--- src/rtl/mcu_irq_pkg.sv ---
package mcu_irq_pkg;
  localparam int NUM_TIMERS  = 2;
  localparam int NUM_VEC     = NUM_TIMERS + 2;
  localparam int VEC_W       = $clog2(NUM_VEC);
  localparam int TB_BIT      = NUM_TIMERS;
  localparam int MF_BIT      = NUM_TIMERS + 1;
  localparam int ADC_BIT     = NUM_TIMERS + 2;
  localparam int SER_BIT     = NUM_TIMERS + 3;
  localparam int EXT_BIT     = NUM_TIMERS + 4;
  localparam int REG_W       = NUM_TIMERS + 5;
  localparam int SYNC_STAGES = 2;

  localparam logic [1:0] SEL_FLAG = 2'd0;
  localparam logic [1:0] SEL_EN   = 2'd1;
  localparam logic [1:0] SEL_GLB  = 2'd2;

  typedef struct packed {
    logic               svcClr;
    logic [NUM_VEC-1:0] clrVec;
  } ctlStrobe_t;

  typedef enum logic [0:0] {ST_IDLE, ST_WAIT} callState_t;
endpackage

--- src/rtl/mcu_irq_fall_detect.sv ---
module mcu_irq_fall_detect #(
  parameter int STAGES = 2
) (
  input  logic clk,
  input  logic rst_n,
  input  logic pinIn,
  output logic fallPulse
);
  // shiftQ[STAGES-1] is the synchronised pin, shiftQ[STAGES] its last value
  logic [STAGES:0] shiftQ;

  always_ff @(posedge clk or negedge rst_n) begin
    if (!rst_n) shiftQ <= '1;
    else        shiftQ <= {shiftQ[STAGES-1:0], pinIn};
  end

  assign fallPulse = shiftQ[STAGES] & ~shiftQ[STAGES-1];
endmodule

--- src/rtl/mcu_irq_datapath.sv ---
module mcu_irq_datapath
  import mcu_irq_pkg::*;
(
  input  logic                  clk,
  input  logic                  rst_n,
  input  logic [NUM_TIMERS-1:0] timerOvf,
  input  logic                  tbOvf,
  input  logic                  adcDone,
  input  logic                  serDone,
  input  logic                  extFall,
  input  logic                  regWrEn,
  input  logic [1:0]            regSel,
  input  logic                  regSet,
  input  logic [REG_W-1:0]      regMask,
  input  logic                  retiStrobe,
  input  ctlStrobe_t            ctl,
  output logic [REG_W-1:0]      flagsQ,
  output logic [REG_W-1:0]      enablesQ,
  output logic                  globalEn,
  output logic [NUM_VEC-1:0]    pendVec
);
  logic [REG_W-1:0] hwSet, hwClr;
  logic [REG_W-1:0] swFlagSet, swFlagClr, swEnSet, swEnClr;
  logic [2:0]       subEvent, subEn;
  logic             glbSet, glbClr;

  assign subEvent = {extFall, serDone, adcDone};
  assign subEn    = enablesQ[EXT_BIT:ADC_BIT];

  always_comb begin
    hwSet                   = '0;
    hwSet[NUM_TIMERS-1:0]   = timerOvf;
    hwSet[TB_BIT]           = tbOvf;
    hwSet[ADC_BIT]          = adcDone;
    hwSet[SER_BIT]          = serDone;
    hwSet[EXT_BIT]          = extFall;
    hwSet[MF_BIT]           = |(subEvent & subEn);
    hwClr                   = '0;
    hwClr[NUM_VEC-1:0]      = ctl.svcClr ? ctl.clrVec : '0;
  end

  always_comb begin
    swFlagSet = '0;
    swFlagClr = '0;
    swEnSet   = '0;
    swEnClr   = '0;
    glbSet    = retiStrobe;
    glbClr    = ctl.svcClr;
    if (regWrEn) begin
      unique case (regSel)
        SEL_FLAG: if (regSet) swFlagSet = regMask; else swFlagClr = regMask;
        SEL_EN:   if (regSet) swEnSet   = regMask; else swEnClr   = regMask;
        SEL_GLB:  if (regSet) glbSet = glbSet | regMask[0];
                  else        glbClr = glbClr | regMask[0];
        default: ;
      endcase
    end
  end

  always_ff @(posedge clk or negedge rst_n) begin
    if (!rst_n) begin
      flagsQ   <= '0;
      enablesQ <= '0;
      globalEn <= 1'b0;
    end else begin
      // sets are applied last so an event never loses to a clear
      flagsQ   <= (flagsQ & ~swFlagClr & ~hwClr) | swFlagSet | hwSet;
      enablesQ <= (enablesQ & ~swEnClr) | swEnSet;
      globalEn <= (globalEn & ~glbClr) | glbSet;
    end
  end

  assign pendVec = flagsQ[NUM_VEC-1:0] & enablesQ[NUM_VEC-1:0];
endmodule

--- src/rtl/mcu_irq_control.sv ---
module mcu_irq_control
  import mcu_irq_pkg::*;
(
  input  logic               clk,
  input  logic               rst_n,
  input  logic [NUM_VEC-1:0] pendVec,
  input  logic               globalEn,
  input  logic               stackFull,
  input  logic               svcAck,
  output logic               callReq,
  output logic [VEC_W-1:0]   vecIdx,
  output ctlStrobe_t         ctl
);
  callState_t       stateQ;
  logic [VEC_W-1:0] pickIdx;
  logic             canCall;

  always_comb begin
    pickIdx = '0;
    for (int i = NUM_VEC - 1; i >= 0; i--) begin
      if (pendVec[i]) pickIdx = VEC_W'(i);
    end
  end

  assign canCall = (stateQ == ST_IDLE) && globalEn && !stackFull && (|pendVec);

  always_ff @(posedge clk or negedge rst_n) begin
    if (!rst_n) begin
      stateQ  <= ST_IDLE;
      callReq <= 1'b0;
      vecIdx  <= '0;
    end else begin
      callReq <= canCall;
      unique case (stateQ)
        ST_IDLE: if (canCall) begin
          vecIdx <= pickIdx;
          stateQ <= ST_WAIT;
        end
        ST_WAIT: if (svcAck) stateQ <= ST_IDLE;
        default: stateQ <= ST_IDLE;
      endcase
    end
  end

  assign ctl.svcClr = (stateQ == ST_WAIT) && svcAck;

  for (genvar v = 0; v < NUM_VEC; v++) begin : g_clr
    assign ctl.clrVec[v] = (vecIdx == VEC_W'(v));
  end
endmodule

--- src/rtl/mcu_irq_ctrl.sv ---
module mcu_irq_ctrl
  import mcu_irq_pkg::*;
(
  input  logic                  clk,
  input  logic                  rst_n,
  input  logic [NUM_TIMERS-1:0] timerOvf,
  input  logic                  tbOvf,
  input  logic                  adcDone,
  input  logic                  serDone,
  input  logic                  extPin,
  input  logic                  stackFull,
  input  logic                  svcAck,
  input  logic                  retiStrobe,
  input  logic                  regWrEn,
  input  logic [1:0]            regSel,
  input  logic                  regSet,
  input  logic [REG_W-1:0]      regMask,
  output logic                  callReq,
  output logic [VEC_W-1:0]      vecIdx,
  output logic [REG_W-1:0]      flagsQ,
  output logic [REG_W-1:0]      enablesQ,
  output logic                  globalEn
);
  logic               extFall;
  logic [NUM_VEC-1:0] pendVec;
  ctlStrobe_t         ctl;

  mcu_irq_fall_detect #(.STAGES(SYNC_STAGES)) i_fall (
    .clk(clk), .rst_n(rst_n), .pinIn(extPin), .fallPulse(extFall)
  );

  mcu_irq_datapath i_dp (
    .clk(clk), .rst_n(rst_n), .timerOvf(timerOvf), .tbOvf(tbOvf),
    .adcDone(adcDone), .serDone(serDone), .extFall(extFall),
    .regWrEn(regWrEn), .regSel(regSel), .regSet(regSet), .regMask(regMask),
    .retiStrobe(retiStrobe), .ctl(ctl), .flagsQ(flagsQ), .enablesQ(enablesQ),
    .globalEn(globalEn), .pendVec(pendVec)
  );

  mcu_irq_control i_ctl (
    .clk(clk), .rst_n(rst_n), .pendVec(pendVec), .globalEn(globalEn),
    .stackFull(stackFull), .svcAck(svcAck), .callReq(callReq),
    .vecIdx(vecIdx), .ctl(ctl)
  );
endmodule

--- config.mk ---
export PLATFORM = sky130hd
export DESIGN_NAME = mcu_irq_ctrl
export DESIGN_NICKNAME = d
export VERILOG_FILES = /design/src/rtl/mcu_irq_pkg.sv /design/src/rtl/mcu_irq_fall_detect.sv /design/src/rtl/mcu_irq_datapath.sv /design/src/rtl/mcu_irq_control.sv /design/src/rtl/mcu_irq_ctrl.sv
export SDC_FILE = /design/constraint.sdc
export NUM_CORES = 1
export LEC_CHECK = 0
export BUFFER_PORTS_ARGS = -buffer_cell sky130_fd_sc_hd__clkbuf_2
export CAP_MARGIN = 20
export CORE_ASPECT_RATIO = 1.2
export CORE_MARGIN = 5
export CORE_UTILIZATION = 44
export CTS_BUF_LIST = sky130_fd_sc_hd__clkbuf_8
export DETAILED_ROUTE_END_ITERATION = 12
export HOLD_SLACK_MARGIN = 0.06
export PLACE_DENSITY = 0.73
export SLEW_MARGIN = 25
export SYNTH_ARGS = -nofsm -noshare
export SYNTH_HDL_FRONTEND = slang
export SYNTH_SLANG_ARGS = --single-unit
--- constraint.sdc ---
create_clock -name clk -period 1.1 [get_ports clk]
set_input_delay 0.22 -clock clk [delete_from_list [all_inputs] [get_ports clk]]
set_output_delay 0.22 -clock clk [all_outputs]
set_load 0.03 [all_outputs]
==> impl_summary.log, run 1 <==
[metrics] Post-synth EDFFs: 0
[metrics] total via count in the routed design: ~1000
[metrics] number of antenna-violating nets in the routed design: 0
[metrics] CTS tree: done
[metrics] core area: around 2300 sq um
[metrics] maximum number of pins on one net before global-route repair: 23
[metrics] Initial Util: between 40% and 50%
[metrics] measured slew at the worst slew-check pin: around 550 ps
[metrics] most crowded layer after global routing: met2
[metrics] Filler Cells Inserted: around 150
[metrics] top-area cell type share of the netlist area: 46.68%
[metrics] simple-gate area share of the yosys netlist: ~16%
[metrics] clock tree root buffer cell: clkbuf_8
[metrics] clock tree skew after final layout: 7.127 ps
[metrics] Die X: around 54 um
[metrics] buffer levels on the longest clock path: 2
[metrics] Worst Path Max Fanout: 3
[metrics] clock network power share: between 20% and 30%
[metrics] number of max-slew violations in the final report: 0
[metrics] classification of the worst-slack hold path: in2reg
[metrics] Critical Path Sink: i_ctl.vecIdx[0]
[metrics] static power due to leakage: ~0.00080 uW
[metrics] Cell Rows: 19
[metrics] initial antenna violation count: 0
[metrics] switching portion of total power: 34.21%
[metrics] number of flip-flops and latches in the synthesized netlist: 22
[metrics] endpoint class of the critical path: register
[metrics] HPWL after detailed placement: a little over 2000 um
[metrics] global-route wire length before repair: roughly 4700 um
[metrics] clock latency of the later-clocked register in the worst-skew pair: 270 ps
[metrics] compound-gate portion of the synthesized area: about a fifth
[metrics] achievable frequency: 819.8 MHz
[metrics] fraction of registers with async set/reset: 100.0%
[metrics] synthesized cell area: 1018 sq um
[metrics] post-synth cell types: 34
[metrics] number of instances in the synthesized netlist: 86
[metrics] met2 Track Usage GR: 31.67%
[metrics] Max-slew headroom: between 60% and 70%
[metrics] failing checks: negative setup slack
[metrics] total global-route track usage: 18.77%
[metrics] diode insertion count for antenna repair: 0
[metrics] DRC: 0
[metrics] power density normalized to cell area: 2067 nW/um^2
[metrics] cell occurring most often along the worst timing path: buf_6
[metrics] worst path arrival time: 1400 ps
[metrics] cell area reported after detailed placement: approximately 1400 sq um
[metrics] final weighted congestion in routability-driven placement: ~0.78
[metrics] First DRT Iteration DRCs: 30
[metrics] number of warnings printed during yosys synthesis: 0
[metrics] final cell count without fillers: around 190
[metrics] sink count of the clock tree: 22
[metrics] setup violators final: 15
[metrics] clock transition at the registers of the reported paths: 80 ps
[metrics] sequential fraction of the synthesis area: 54.42%
[metrics] share of the clock period used by the worst path after layout: 110.9%
[metrics] Slowest-stage cell, CP: dfrtp_2
[metrics] core utilization of the finished layout: about three quarters
[metrics] min Tclk post-route: ~1200 ps
[metrics] dominant combinational cell family by area after synthesis: compound AO/OA/AOI/OAI gates
[metrics] endpoint of the most critical register-to-register path: i_ctl.vecIdx[0]
[metrics] Reg2Reg Depth: 5
[metrics] leading post-synthesis cells by cell area: dfrtp_1 (47%), dfstp_2 (7.7%), mux2_2 (7.7%), nand2_1 (4.1%), a311o_1 (2.9%)
[metrics] top post-synthesis cells by count: dfrtp_1 (19), nand2_1 (11), mux2_2 (7)
[metrics] post-synthesis mux area share: about 7.7%
[metrics] most common cell in the synthesized netlist: dfrtp_1
[metrics] total wirelength of the detailed-routed design: 3382 um
[metrics] xor-xnor portion of the synthesized cell area: 0%
[metrics] I/O pin total: 40
[metrics] status: finished, violations left
[metrics] DIE AREA: ~3400 sq um
[metrics] detail-routed net length per standard cell: 18.18 um
[metrics] Worst IR Drop VDD: roughly 1.5 mV
[metrics] crit path launch type: register
[metrics] fraction of final layout cells sized beyond drive strength 1: about two thirds
[metrics] final-report hold violation count: 0
[metrics] total nets after synthesis: 108
[metrics] dpl ws: -187.3 ps
[metrics] count of H-tree levels built during CTS: 1
[metrics] Placed Cells: ~170
[metrics] Layout area overhead: 68.67%
[metrics] total global routing overflow: 0
[metrics] r2r setup slk: -120 ps
[metrics] CP Cell Sequence: buf_6, buf_6, nand2_1, a32o_1, a21oi_2
[metrics] library cell with the largest summed area after synthesis: dfrtp_1
[metrics] Avg Cell Area, Syn: around 12 sq um
[metrics] relative contribution of combinational cells to total power: 45.6%
[metrics] first-pass detailed-route iteration total: 4
[metrics] number of vias per cell after detailed routing: ~5.6
[metrics] number of nets in the final layout: about 180
[metrics] die height: 62.71 um
[metrics] met1 Track Usage GR: a little under a quarter
[metrics] area share of fa/ha/maj cells after synthesis: 0%
[metrics] switching component of the power: between 1000 and 1500 uW
[metrics] Worst Setup Slack, final: -119.7 ps
[metrics] vias in the first global route: between 900 and 1000
[metrics] startpoint of the lowest-slack register-to-register path: i_dp.flagsQ[1]
[metrics] clock buffers created by TritonCTS: 3
[metrics] portion of total power attributed to sequential cells: about a third
[metrics] RSZ-0062 raised after global routing: yes
[metrics] crit-path max cell delay: 390 ps
[metrics] Port Buf Inserts: 39
[metrics] cell-internal power: approximately 2300 uW
[metrics] max-capacitance violation count: 0
[metrics] GRT met3 Usage: between 2 and 2.5%
[metrics] Worst Path Required: about 1300 ps
[metrics] worst setup path class: reg2reg
[metrics] final design area excluding fillers: roughly 1700 sq um
[metrics] most frequently used flop master after synthesis: dfrtp_1
[metrics] Worst Setup SP: i_dp.flagsQ[1]
critical path: cells and delay by family, from the launching register on:
family,cells,cell delay [ps]
compound gates,2,470
flops,1,390
buf+inv,2,220
simple gates,1,50
state kept, by name, indices dropped and copies added, names as in the netlist:
signal	cells
i_ctl.vecIdx	2
i_ctl.stateQ	1
i_dp.globalEn	1
i_ctl.callReq	1
i_fall.shiftQ	3
i_dp.enablesQ	7
i_dp.flagsQ	7
power by group through the flow:
stage / combinational, uW / clock, uW / sequential, uW
5_1_grt: 1700 / 813 / 1190
3_5_place_dp: 1070 / 0 / 1130
4_1_cts: 1350 / 764 / 1140
2_1_floorplan: 294 / 0 / 1430
3_3_place_gp: 1050 / 0 / 1120
6_report: 1620 / 757 / 1180
kinds of logic after synthesis:
logic type | after synthesis
flip-flops | 22
multiplexers | 7
AO/OA/AOI/OAI | 24
buffers and inverters | 6
AND/OR/NAND/NOR | 27
layer usage:
metal / routed length, um / vias to the layer above / part of all wire (%)
met5: 0 / - / 0
met4: 155 / 0 / 4.6
met3: 199 / 14 / 5.9
met2: 1805 / 58 / 53
met1: 1220 / 506 / 36
li1: - / 461 / -
worst min path at each step:
| stage | endpoint | startpoint | slack, ps | cells after the start |
|---|---|---|---|---|
| after floorplan | i_ctl.callReq | rst_n | -80 | 0 |
| after global placement | i_dp.globalEn | rst_n | 220 | 1 |
| after detailed placement | i_dp.globalEn | rst_n | 230 | 1 |
| after CTS | i_dp.flagsQ[1] | timerOvf[1] | 150 | 3 |
| after global routing | i_dp.flagsQ[0] | timerOvf[0] | 160 | 2 |
| final | i_dp.flagsQ[0] | timerOvf[0] | 150 | 2 |
layout by cell type, fill, tap and decap left out, types with 2 or more instances in the layout:
cell type | synthesis | layout
a211o_1 | 2 | 2
a21oi_1 | 4 | 3
dfrtp_2 | 0 | 9
nand4b_1 | 2 | 2
mux2_2 | 7 | 7
clkbuf_2 | 0 | 24
dfstp_2 | 3 | 3
buf_4 | 0 | 16
and3_2 | 3 | 3
o21ai_0 | 2 | 2
dfrtp_1 | 19 | 10
nand2_1 | 11 | 11
inv_1 | 3 | 3
nor3b_4 | 1 | 2
buf_6 | 1 | 14
a22o_1 | 3 | 3
buf_8 | 0 | 10
clkbuf_8 | 0 | 3
nand3_1 | 3 | 3
a311o_1 | 3 | 3
dlygate4sd3_1 | 0 | 2
through the flow:
step / power (uW) / TNS [ps] / hold slack (ps)
6_report: 3550 / -878.1 / 151.8
2_1_floorplan: 1728 / -94.65 / -75.59
4_1_cts: 3248 / -835.1 / 150.2
5_1_grt: 3703 / -1472 / 161.1
3_3_place_gp: 2166 / -970.0 / 223.3
3_5_place_dp: 2198 / -1313 / 225.8
layout make-up:
cell class	count	area, sq um	area share (%)
clock buffers	3	41.29	2.403
clock inverters	1	30.03	1.748
inverters	3	11.26	0.6555
multi-input cells	58	450.4	26.22
flip-flops and latches	22	565.5	32.92
well taps	31	38.79	2.258
repair buffers	68	580.6	33.79
what timing repair did:
item,4_1_cts,5_1_grt
pin swaps,6,4
setup buffers,6,5
cloned,0,0
hold buffers,2,0
endpoints found under the hold margin,20,0
gates resized for setup,31,29
setup endpoints to repair,14,23
(Power assumes the default switching activity.)
==> inputs of run 2 (changes only) <==
--- a/config.mk
+++ b/config.mk
@@ -7,7 +7,7 @@
 export LEC_CHECK = 0
 export BUFFER_PORTS_ARGS = -buffer_cell sky130_fd_sc_hd__clkbuf_2
 export CAP_MARGIN = 20
-export CORE_ASPECT_RATIO = 1.2
+export CORE_ASPECT_RATIO = 1.1
 export CORE_MARGIN = 5
 export CORE_UTILIZATION = 44
 export CTS_BUF_LIST = sky130_fd_sc_hd__clkbuf_8
==> impl_summary.log, run 2 (same netlist as run 1, synthesis figures left out) <==
[metrics] switching component of the power: 1265 uW (+4.2%)
[metrics] Worst Path Max Fanout: 2 (-1)
[metrics] Die X: 55.87 um (+3.6%)
[metrics] Cell Rows: 18 (-1)
[metrics] met2 Track Usage GR: 36.15% (+4.5 points)
[metrics] clock tree root buffer cell: clkbuf_8
[metrics] dpl ws: -154.7 ps (+32.62 ps)
[metrics] CTS tree: done
[metrics] family with the most delay on the worst path: compound AO/OA/AOI/OAI gates
[metrics] endpoint of the most critical register-to-register path: i_ctl.stateQ
[metrics] registers with the highest flip-flop counts: i_dp.enablesQ: 7 flops, i_dp.flagsQ: 7 flops, i_fall.shiftQ: 3 flops
[metrics] classification of the worst-slack hold path: in2reg
[metrics] setup violators final: 15 (unchanged)
[metrics] total global-route track usage: 19.71% (+0.94 points)
[metrics] Placed Cells: 168 (-0.59%)
[metrics] Worst Setup Slack, final: -111.0 ps (+8.755 ps)
[metrics] startpoint of the lowest-slack register-to-register path: i_dp.flagsQ[0]
[metrics] r2r setup slk: -110 ps (about the same)
[metrics] Worst Path Required: 1260 ps (-20 ps)
[metrics] DRC: 0 (unchanged)
[metrics] switching portion of total power: 35.97% (+1.8 points)
[metrics] share of the clock period used by the worst path after layout: 110.1% (-0.80 points)
[metrics] number of max-slew violations in the final report: 0 (unchanged)
[metrics] maximum number of pins on one net before global-route repair: 23 (unchanged)
[metrics] buffers and inverters on the worst path: 1 (-1)
[metrics] Initial Util: 45.68% (+0.58 points)
[metrics] number of vias per cell after detailed routing: 5.403 (-3.3%)
[metrics] CP Cell Sequence: buf_6, a22o_1, o21a_1, a21o_1
[metrics] First DRT Iteration DRCs: 22 (-27%)
[metrics] power consumption: 3517 uW (-0.93%)
[metrics] endpoint class of the critical path: register
[metrics] max-capacitance violation count: 0 (unchanged)
[metrics] Setup TNS: -970.8 ps (-92.79 ps)
[metrics] cell-internal power: 2252 uW (-3.6%)
[metrics] DIE AREA: 3378 sq um (about the same)
[metrics] achievable frequency: 825.8 MHz (+0.72%)
[metrics] total global routing overflow: 0 (unchanged)
[metrics] Slowest-stage cell, CP: dfrtp_2
[metrics] clock latency of the later-clocked register in the worst-skew pair: 260 ps (about the same)
[metrics] critical hold path startpoint: timerOvf[0]
[metrics] most common cell after layout, fill and taps aside: clkbuf_2
[metrics] sink count of the clock tree: 22 (unchanged)
[metrics] relative contribution of combinational cells to total power: 52.7% (+7.1 points)
[metrics] I/O pin total: 40 (unchanged)
[metrics] vias in the first global route: 1065 (+9.6%)
[metrics] hold path cells: 2 (unchanged)
[metrics] final cell count without fillers: 191 (+2.7%)
[metrics] core area: 2230 sq um (-1.3%)
[metrics] Port Buf Inserts: 39 (unchanged)
[metrics] Reg2Reg Depth: 4 (-1)
[metrics] most crowded layer after global routing: met2
[metrics] diode insertion count for antenna repair: 0 (unchanged)
[metrics] count of H-tree levels built during CTS: 1 (unchanged)
[metrics] RSZ-0062 raised after global routing: yes
[metrics] first-pass detailed-route iteration total: 4 (unchanged)
[metrics] HPWL after detailed placement: 2064 um (+2.4%)
[metrics] global-route wire length before repair: 5085 um (+8.7%)
[metrics] crit path launch type: register
[metrics] met1 Track Usage GR: 22.80% (about the same)
[metrics] min Tclk post-route: 1211 ps (-8.755 ps)
[metrics] total wirelength of the detailed-routed design: 3493 um (+3.3%)
[metrics] crit-path max cell delay: 430 ps (+40 ps)
[metrics] detail-routed net length per standard cell: 18.29 um (+0.58%)
[metrics] status: finished, violations left
[metrics] hold-critical path endpoint: i_dp.flagsQ[0]
[metrics] initial antenna violation count: 0 (unchanged)
[metrics] Worst Setup SP: i_dp.flagsQ[0]
[metrics] die height: 60.46 um (-3.6%)
[metrics] static power due to leakage: 0.0008212 uW (+3.1%)
[metrics] total via count in the routed design: 1032 (-0.67%)
[metrics] measured slew at the worst slew-check pin: 545.7 ps (-1.795 ps)
[metrics] worst setup path class: reg2reg
[metrics] Worst IR Drop VDD: 1.270 mV (-14%)
[metrics] Max-slew headroom: 63.62% (+0.12 points)
[metrics] fraction of final layout cells sized beyond drive strength 1: 68.94% (+3.8 points)
[metrics] clock network power share: 14.7% (-6.6 points)
[metrics] leading cell types in the layout, fill and taps excluded: clkbuf_2 (25), buf_4 (22), buf_6 (15)
[metrics] clock tree skew after final layout: 3.545 ps (-3.582 ps)
[metrics] buffer levels on the longest clock path: 2 (unchanged)
[metrics] failing checks: negative setup slack
[metrics] number of antenna-violating nets in the routed design: 0 (unchanged)
[metrics] final weighted congestion in routability-driven placement: 0.7998 (+2.9%)
[metrics] power density normalized to cell area: 1997 nW/um^2 (-3.4%)
[metrics] Layout area overhead: 72.97%
[metrics] final-report hold violation count: 0 (unchanged)
[metrics] portion of total power attributed to sequential cells: 32.7% (-0.4 points)
[metrics] number of nets in the final layout: 184 (+3.4%)
[metrics] GRT met3 Usage: 3.404% (+1.0 points)
[metrics] clock transition at the registers of the reported paths: 80 ps (about the same)
[metrics] worst path arrival time: 1370 ps (-30 ps)
[metrics] clock buffers created by TritonCTS: 3 (unchanged)
[metrics] core utilization of the finished layout: 79.01% (+2.9 points)
==> run 2: cell count changes in the layout (fill, tap and decap cells not counted), moves of 2 or more <==
cell	delta
buf_4	+6
nand3_2	+2
o21ai_0	-2
nand3_1	-2
==> run 2: what timing repair did <==
action / in CTS / in global routing
pin swaps: 6 / 5
hold buffers: 2 / 0
endpoints found under the setup margin: 15 / 22
hold endpoints to repair: 20 / 0
resized for setup: 34 / 33
setup buffers: 11 / 6
gates cloned: 0 / 0
==> run 2: final cells by class <==
class,instances,area (sq um)
inverter,3,11.26
tap,30,37.54
multi-input combinational,58,473.0
sequential,22,565.5
fill,147,467.9
timing repair buffer,74,629.4
clock buffer,3,41.29
clock inverter,1,3.754
==> run 2: worst reg2reg max path: stages (launching register included) <==
cell and delay (ps):
dfrtp_2 430, buf_6 120, a22o_1 210, o21a_1 200, a21o_1 150
==> run 2: routing by layer <==
metal / part of all wire (%) / wire length, um / up-vias
met5: 0 / 0 / -
met4: 3.8 / 133 / 0
met3: 7.1 / 249 / 13
met2: 52 / 1814 / 50
met1: 37 / 1297 / 498
li1: - / - / 471
==> run 2: how the worst max path moves through the flow <==
| stage | endpoint | slack, ps | cells after the start |
|---|---|---|---|
| final | i_ctl.stateQ | -110 | 4 |
| after global routing | i_dp.flagsQ[3] | -140 | 3 |
| after CTS | i_ctl.stateQ | -90 | 4 |
| after detailed placement | i_dp.flagsQ[2] | -150 | 5 |
| after global placement | i_dp.flagsQ[2] | -130 | 5 |
| after floorplan | i_ctl.stateQ | -70 | 3 |
==> run 2: per-stage QoR <==
stage	hold WS (ps)	area, sq um
2_1_floorplan	-75.59	1033
3_3_place_gp	230.9	1366
3_5_place_dp	229.8	1366
4_1_cts	145.8	1655
5_1_grt	152.2	1762
6_report	155.5	1762
==> run 2: power by group through the flow <==
stage / logic [uW] / clock network [uW] / registers (uW)
finish: 1850 / 516 / 1150
global route: 1940 / 565 / 1160
CTS: 1520 / 518 / 1110
detailed placement: 1070 / 0 / 1140
global placement: 1050 / 0 / 1130
floorplan: 294 / 0 / 1430
